<file path="src/rtl/bsalu_pkg.sv">
package bsalu_pkg;

  typedef enum logic [2:0] {
    FN_LOAD = 3'd0,
    FN_ADD  = 3'd1,
    FN_BIC  = 3'd2,
    FN_BIS  = 3'd3,
    FN_SHR  = 3'd4,
    FN_SHL  = 3'd5
  } alu_fn_e;

  // Functions whose word carry is written into the visible flag.
  function automatic logic fn_sets_carry(input alu_fn_e fn);
    return (fn == FN_ADD) || (fn == FN_SHL);
  endfunction

endpackage

</file>
<file path="src/rtl/bsalu_operand_gate.sv">
module bsalu_operand_gate
  import bsalu_pkg::*;
#(
  parameter int BYTE_W = 8
) (
  input  alu_fn_e           fn,
  input  logic [BYTE_W-1:0] acc_lo,
  input  logic              shift_in,
  input  logic [BYTE_W-1:0] data,
  output logic [BYTE_W-1:0] opa,
  output logic [BYTE_W-1:0] opb
);

  logic [BYTE_W-1:0] ones;
  logic [BYTE_W-1:0] inv_mask;

  always_comb begin
    ones     = '1;
    inv_mask = ~acc_lo;
    unique case (fn)
      FN_ADD: begin
        opa = acc_lo;
        opb = data & ones;
      end
      FN_BIC: begin
        opa = '0;
        opb = data & inv_mask;
      end
      FN_BIS: begin
        opa = acc_lo;
        opb = data & inv_mask;
      end
      FN_SHR: begin
        opa = {shift_in, acc_lo[BYTE_W-1:1]};
        opb = data & ones;
      end
      FN_SHL: begin
        opa = acc_lo;
        opb = acc_lo;
      end
      default: begin
        opa = '0;
        opb = data & ones;
      end
    endcase
  end

endmodule

</file>
<file path="src/rtl/bsalu_byte_adder.sv">
module bsalu_byte_adder #(
  parameter int BYTE_W = 8
) (
  input  logic [BYTE_W-1:0] a,
  input  logic [BYTE_W-1:0] b,
  input  logic              cin,
  output logic [BYTE_W-1:0] sum,
  output logic              cout
);

  localparam int SUM_W = BYTE_W + 1;

  logic [SUM_W-1:0] total;

  always_comb begin
    total = {1'b0, a} + {1'b0, b} + {{BYTE_W{1'b0}}, cin};
    sum   = total[BYTE_W-1:0];
    cout  = total[SUM_W-1];
  end

endmodule

</file>
<file path="src/rtl/bsalu_sequencer.sv">
module bsalu_sequencer
  import bsalu_pkg::*;
(
  input  logic       clk,
  input  logic       rst_n,
  input  logic       start,
  input  logic [2:0] fn_in,
  output logic       phase_hi,
  output alu_fn_e    fn_held,
  output logic       done
);

  logic    phase_n;
  logic    done_n;
  alu_fn_e fn_n;
  logic    accept;

  always_comb begin
    accept  = start && !phase_hi;
    phase_n = accept;
    done_n  = phase_hi;
    fn_n    = accept ? alu_fn_e'(fn_in) : fn_held;
  end

  always_ff @(posedge clk or negedge rst_n) begin
    if (!rst_n) begin
      phase_hi <= 1'b0;
      done     <= 1'b0;
      fn_held  <= FN_LOAD;
    end else begin
      phase_hi <= phase_n;
      done     <= done_n;
      fn_held  <= fn_n;
    end
  end

  // the high-byte cycle lasts exactly one cycle
  assert_one_high_beat_R8: assert property (@(posedge clk) disable iff (!rst_n)
    phase_hi |=> !phase_hi);

  // done only follows a high-byte cycle
  assert_done_after_high_R8: assert property (@(posedge clk) disable iff (!rst_n)
    done |-> $past(phase_hi));

  // a start during the high-byte cycle does not open a new operation
  assert_busy_start_ignored_R9: assert property (@(posedge clk) disable iff (!rst_n)
    (phase_hi && start) |=> (done && !phase_hi));

endmodule

</file>
<file path="src/rtl/byteserial_alu.sv">
module byteserial_alu
  import bsalu_pkg::*;
#(
  parameter int BYTE_W = 8
) (
  input  logic                clk,
  input  logic                rst_n,
  input  logic                start_i,
  input  logic [2:0]          func_i,
  input  logic [BYTE_W-1:0]   data_i,
  output logic [2*BYTE_W-1:0] acc_o,
  output logic                carry_o,
  output logic                done_o
);

  localparam int SYNC_STAGES = 2;

  // reset: asserted asynchronously, released on the clock
  logic [SYNC_STAGES-1:0] rst_pipe;
  logic                   rst_core_n;

  always_ff @(posedge clk or negedge rst_n) begin
    if (!rst_n) rst_pipe <= '0;
    else        rst_pipe <= {rst_pipe[SYNC_STAGES-2:0], 1'b1};
  end
  assign rst_core_n = rst_pipe[SYNC_STAGES-1];

  // sequencing
  logic    phase_hi;
  alu_fn_e fn_held;
  logic    done_q;

  bsalu_sequencer i_seq (
    .clk      (clk),
    .rst_n    (rst_core_n),
    .start    (start_i),
    .fn_in    (func_i),
    .phase_hi (phase_hi),
    .fn_held  (fn_held),
    .done     (done_q)
  );

  // datapath state
  logic [BYTE_W-1:0] acc_hi, acc_lo;
  logic              carry_link;
  logic              carry_flag;

  logic [BYTE_W-1:0] acc_hi_n, acc_lo_n;
  logic              carry_link_n, carry_flag_n;

  alu_fn_e           fn_act;
  logic              step;
  logic              shift_in;
  logic              cin;
  logic [BYTE_W-1:0] opa, opb, sum;
  logic              cout;

  always_comb begin
    step     = phase_hi || start_i;
    fn_act   = phase_hi ? fn_held : alu_fn_e'(func_i);
    shift_in = phase_hi ? 1'b0 : acc_hi[0];
    cin      = phase_hi ? carry_link : 1'b0;
  end

  bsalu_operand_gate #(.BYTE_W(BYTE_W)) i_gate (
    .fn       (fn_act),
    .acc_lo   (acc_lo),
    .shift_in (shift_in),
    .data     (data_i),
    .opa      (opa),
    .opb      (opb)
  );

  bsalu_byte_adder #(.BYTE_W(BYTE_W)) i_add (
    .a    (opa),
    .b    (opb),
    .cin  (cin),
    .sum  (sum),
    .cout (cout)
  );

  always_comb begin
    acc_hi_n     = acc_hi;
    acc_lo_n     = acc_lo;
    carry_link_n = carry_link;
    carry_flag_n = carry_flag;
    if (step) begin
      acc_hi_n = sum;
      acc_lo_n = acc_hi;
    end
    if (step && !phase_hi) carry_link_n = cout;
    if (phase_hi && fn_sets_carry(fn_held)) carry_flag_n = cout;
  end

  always_ff @(posedge clk or negedge rst_core_n) begin
    if (!rst_core_n) begin
      acc_hi     <= '0;
      acc_lo     <= '0;
      carry_link <= 1'b0;
      carry_flag <= 1'b0;
    end else begin
      acc_hi     <= acc_hi_n;
      acc_lo     <= acc_lo_n;
      carry_link <= carry_link_n;
      carry_flag <= carry_flag_n;
    end
  end

  assign acc_o   = {acc_hi, acc_lo};
  assign carry_o = carry_flag;
  assign done_o  = done_q;

  // every byte cycle moves the high half into the low half
  assert_half_rotate_R8: assert property (@(posedge clk) disable iff (!rst_core_n)
    step |=> (acc_lo == $past(acc_hi)));

  // the bit-set path never produces a carry out of the adder
  assert_bis_no_carry_R5: assert property (@(posedge clk) disable iff (!rst_core_n)
    (step && fn_act == FN_BIS) |-> !cout);

  // the carry flag holds unless an add or shift-left finishes its high byte
  assert_carry_hold_R4: assert property (@(posedge clk) disable iff (!rst_core_n)
    !(phase_hi && fn_sets_carry(fn_held)) |=> $stable(carry_o));

  // idle without a start keeps the accumulator
  assert_idle_hold_R1: assert property (@(posedge clk) disable iff (!rst_core_n)
    (!step) |=> $stable(acc_o));

endmodule

</file>
<file path="config.mk">
export PLATFORM = sky130hd
export DESIGN_NAME = byteserial_alu
export DESIGN_NICKNAME = d
export VERILOG_FILES = /design/src/rtl/bsalu_pkg.sv /design/src/rtl/bsalu_operand_gate.sv /design/src/rtl/bsalu_byte_adder.sv /design/src/rtl/bsalu_sequencer.sv /design/src/rtl/byteserial_alu.sv
export SDC_FILE = /design/constraint.sdc
export NUM_CORES = 1
export LEC_CHECK = 0
export CORE_MARGIN = 4
export CORE_UTILIZATION = 53
export DETAILED_ROUTE_END_ITERATION = 10
export PLACE_DENSITY = 0.82
export SYNTH_ARGS = -nofsm -noshare
export SYNTH_HDL_FRONTEND = slang
export SYNTH_SLANG_ARGS = --single-unit
</file>
<file path="constraint.sdc">
create_clock -name clk -period 1.91 [get_ports clk]
set_clock_uncertainty 0.2 [all_clocks]
set_input_delay 0.4775 -clock clk [delete_from_list [all_inputs] [get_ports clk]]
set_output_delay 0.4775 -clock clk [all_outputs]
set_load 0.005 [all_outputs]
</file>
# Word-level counts from Yosys, hierarchy flattened
# Index checks and enable logic that the tools add are counted.
# word_totals
reg_bits,25
wordCells,32
# op_classes
n_addsub,2
eq_ne,7
muxes,5
n_bitwise,2
n_reduce_logical,8
# op_table
operator,n
case mux 8 bit (2 select lines),2
adder 8 x 8 -> 9 bit,1
adder 9 x 1 -> 9 bit,1
"equality test 3 bit, second input constant",3
bitwise AND 8 bit,1
inverter 8 bit,1
"equality test 3 x 1 -> 1 bit, second input constant",2
"equality test 3 x 2 -> 1 bit, second input constant",2
logical AND 1 bit,3
2-to-1 mux 3 bit,1
OR reduction 3 bit,1
logical OR 1 bit,2
2-to-1 mux 1 bit,2
OR reduction 2 bit,1
logical NOT 1 bit,1

# Depth between registers and ports, before layout
# depth
ltp_word,6
ltp_mapped,13

# Modules after synthesis
# From an unflattened synthesis, not the netlist that was laid out.
# unflattened
hier_cells,137
hier_area_um2,1752.9
# by_module_without_submodules
mod,instances,cells_per_inst,area_each_um2,seq_area_each_um2
byteserial_alu,1,49,855.8,500.5
bsalu_operand_gate,1,39,381.6,0.0
bsalu_byte_adder,1,40,331.6,0.0
bsalu_sequencer,1,9,183.9,125.1

# Worst setup path after synthesis
# OpenSTA, ideal clock, no wires.
# synth_path
path_kind,reg-to-reg
startpoint,register i_seq.phase_hi
endpoint,register acc_hi[6]
setup_ns,0.120
arrival_ns,2.866
slack_ns,-1.276
path_stages_with_launch,13
synth_period_minus_slack_ns,3.186
path_cell_list,dfrtp_1 > clkbuf_8 > nand2b_1 > o21ai_0 > a31oi_4 > a22oi_1 > fa_1 > inv_1 > fa_1 > a21o_1 > and4_1 > or3_1 > a31o_2
# synth_between
elab_chain_len,6
word_cells_on_any_way,14
cone_classes,add/sub (2); eq/ne (5); mux (4); reduce/logical (3)
# synth_rtl
element,line,rtl
start: declaration,bsalu_sequencer.sv:8,"output logic phase_hi,"
start signal: assignment,bsalu_sequencer.sv:31,phase_hi <= phase_n;
2-to-1 mux 3 bit,byteserial_alu.sv:60,fn_act = phase_hi ? fn_held : alu_fn_e'(func_i);
"equality test 3 x 1 -> 1 bit, or another cell as far along",bsalu_operand_gate.sv:20,unique case (fn)
OR reduction 3 bit (no line) or OR reduction 2 bit (tied branches),n/a,
case mux 8 bit (2 select lines),bsalu_operand_gate.sv:20,
adder 8 x 8 -> 9 bit,bsalu_byte_adder.sv:16,"total = {1'b0, a} + {1'b0, b} + {{BYTE_W{1'b0}}, cin};"
adder 9 x 1 -> 9 bit,bsalu_byte_adder.sv:16,
end signal: assignment,byteserial_alu.sv:102,acc_hi <= acc_hi_n;
end: declaration,byteserial_alu.sv:44,"logic [BYTE_W-1:0] acc_hi, acc_lo;"
# Parallel ways exist; a longest one is shown, timed or not.
# A chain may end at the register's enable or synchronous reset.

# Worst setup path in the final report
# Ends and elaborated chain as after synthesis.

==> metrics <==
run status=finished, violations left; cell chosen for the clock root=clkbuf_4; standard cell core area=2850 um2; leakage component of the power=1.22 nW; H-tree Lvls=1; total number of vias=1706; horizontal extent of the die=63.4 um; Worst EP arrival=3120 ps; sum of overflow across all layers after global routing=0; pin count of the biggest net entering global routing=24; clock latency at the later pin of the worst-skew pair=340 ps; DRC violations left=0; Final Non-Filler Cells=257; clock slew at reported path FFs=140 ps; ratio of total power to cell area=1300 nW/um2; number of synthesis warnings=0; Core Util, Final=90.1%; Cell Rows=19; number of synthesized flops with an enable pin=0; synthesized instance count=146; sequential cell area fraction in the yosys report=38.5%; dominant synthesized flop cell=dfrtp_1; aggregate routed wire length=6320 um; Finish-stage setup viols=10; share of synthesized registers carrying an async set or reset=100%; RSZ-0062 raised after global routing=yes; post-DR wirelength/cell=24.6 um; total standard cell area after synthesis=1630 um2; Die Y=63.4 um; global placement routability congestion=0.901; critical path start-end classification=register to register; Via density=6.64; number of global-route vias before repair=1791; class of the tightest hold or removal check=register to asynchronous set/reset pin; antenna violations before repair=0; sinks on the clock net=25; antenna-violating nets left=0; area delta synth->final=58.1%; crit start category=register; element type at the critical path end=register; TritonCTS clock tree=yes; post-synthesis register bit count=25; Net count, final=250; violated checks=setup timing; DIE AREA=4020 um2; post-synth cell types=49; proportion of layout cells with a drive suffix above 1=51.8%; count of pins on the block boundary=32; most frequent standard cell in the layout excluding fill and tap cells=buf_4; router iterations before antenna repair=5; initial core utilization=57.0%; highest-count cells in the layout ignoring fill and taps=buf_4 (45), dfrtp_1 (21), mux2_2 (17); CTS buffer count=3; number of buffers between clock root and the deepest sink=2; number of pins exceeding their max-slew limit in the final report=0; antenna diode count=0; setup slack, reg-to-reg=-1160 ps; hold buffer count at cts=0; fin worst setup slack=-1160 ps; total of max-cap violations=0; number of endpoints with negative hold slack in the final report=0; Synth Area per Inst=11.1 um2; maximum clock frequency=0.325 GHz; post-detailed-placement half-perimeter wirelength=3320 um; peak supply drop=0.927 mV; first-pass GRT wire length=8640 um; fin crit share=161%; minimum period implied by the final worst setup slack=3070 ps; required time of the critical path=1960 ps; Total GRT Usage=27.2%; initial detailed-routing violation count=119; maximum fanout count along the critical path=7; total of buffers placed on input and output ports=31; number of placed instances, taps included=242; net count after synthesis=169
## routing by layer
metal	GRT usage [%]	part of all wire (%)
met1	31.2	37
met2	49.4	50
met3	4.26	6.2
met4	12.1	6.6
met5	0	0
## stage by stage
stage | hold WS [ps] | power [mW] | setup WS [ps] | cell area [um2] | TNS, ps
global placement | 20.7 | 2.54 | -1430 | 2270 | -12430
CTS | 42.1 | 2.98 | -1030 | 2430 | -7830
detailed placement | 33.7 | 2.62 | -1560 | 2270 | -13660
floorplan | -18.1 | 1.74 | -1080 | 1680 | -7180
global route | 70.9 | 3.54 | -1260 | 2570 | -9580
finish | 63.9 | 3.35 | -1160 | 2570 | -8740
## Yosys cell counts, types with 3 or more instances
master	n	share of area [%]
a21boi_0	8	3.7
a21oi_1	4	1.2
a22o_2	6	3.7
dfrtp_1	25	38
ha_1	7	5.4
inv_1	3	0.69
mux2_2	20	14
nand2_1	9	2.1
nor2_1	4	0.92
nor3_1	4	1.2
o21ai_0	7	2.2
## power by group
part	switching (mW)	internal [mW]	leakage, nW	total (mW)
sequential	0.218	0.742	0.295	0.960
combinational	0.926	1.21	0.907	2.14
clock	0.174	0.0823	0.0150	0.256
## state kept, by name, summed over array words and instances, names as in the netlist
name / cells
i_seq.phase_hi: 1
carry_link: 1
acc_hi: 8
i_seq.done: 1
carry_o: 1
acc_lo: 8
i_seq.fn_held: 3
rst_pipe: 2
## critical path: stages (launching register included)
cell	delay, ps
dfrtp_2	490
mux2_4	360
o21ai_4	90
a31oi_4	60
buf_4	190
a22o_2	290
fa_2	380
a21o_1	190
and4_1	180
or3_1	330
a31o_2	220
## layout make-up
class	instances	area [um2]
Fill cell	105	282
Multi-Input combinational cell	113	1160
Inverter	3	11.3
Tap cell	31	38.8
Timing Repair Buffer	81	703
Clock buffer	4	26.3
Sequential cell	25	631
## path summary, 6_finish.rpt
kind / startpoint / end / cells past startpoint
max in group asynchronous: rst_pipe[1] / acc_lo[1] / 1
max reg2reg: i_seq.phase_hi / acc_hi[6] / 10
max: i_seq.phase_hi / acc_hi[6] / 10
min reg2reg: rst_pipe[1] / acc_lo[6] / 1
min in group clk: rst_pipe[0] / rst_pipe[1] / 0
min: rst_pipe[1] / acc_lo[6] / 1
## kinds of logic after synthesis
| group | count (synthesis) | share of synthesized area (%) |
|---|---|---|
| buffers and inverters | 8 | 3.54 |
| XOR/XNOR | 2 | 1.08 |
| multiplexers | 21 | 14.5 |
| AND/OR/NAND/NOR | 37 | 12.8 |
| flip-flops | 25 | 38.5 |
| other | 1 | 0.231 |
| adder cells (fa/ha/maj) | 9 | 7.85 |
| AO/OA/AOI/OAI | 43 | 21.5 |
## what timing repair did
action | in CTS | in global routing
gates resized for setup | 39 | 24
pin swaps | 12 | 6
setup buffers | 7 | 4
setup endpoints to repair | 22 | 20
(Power assumes the default switching activity.)
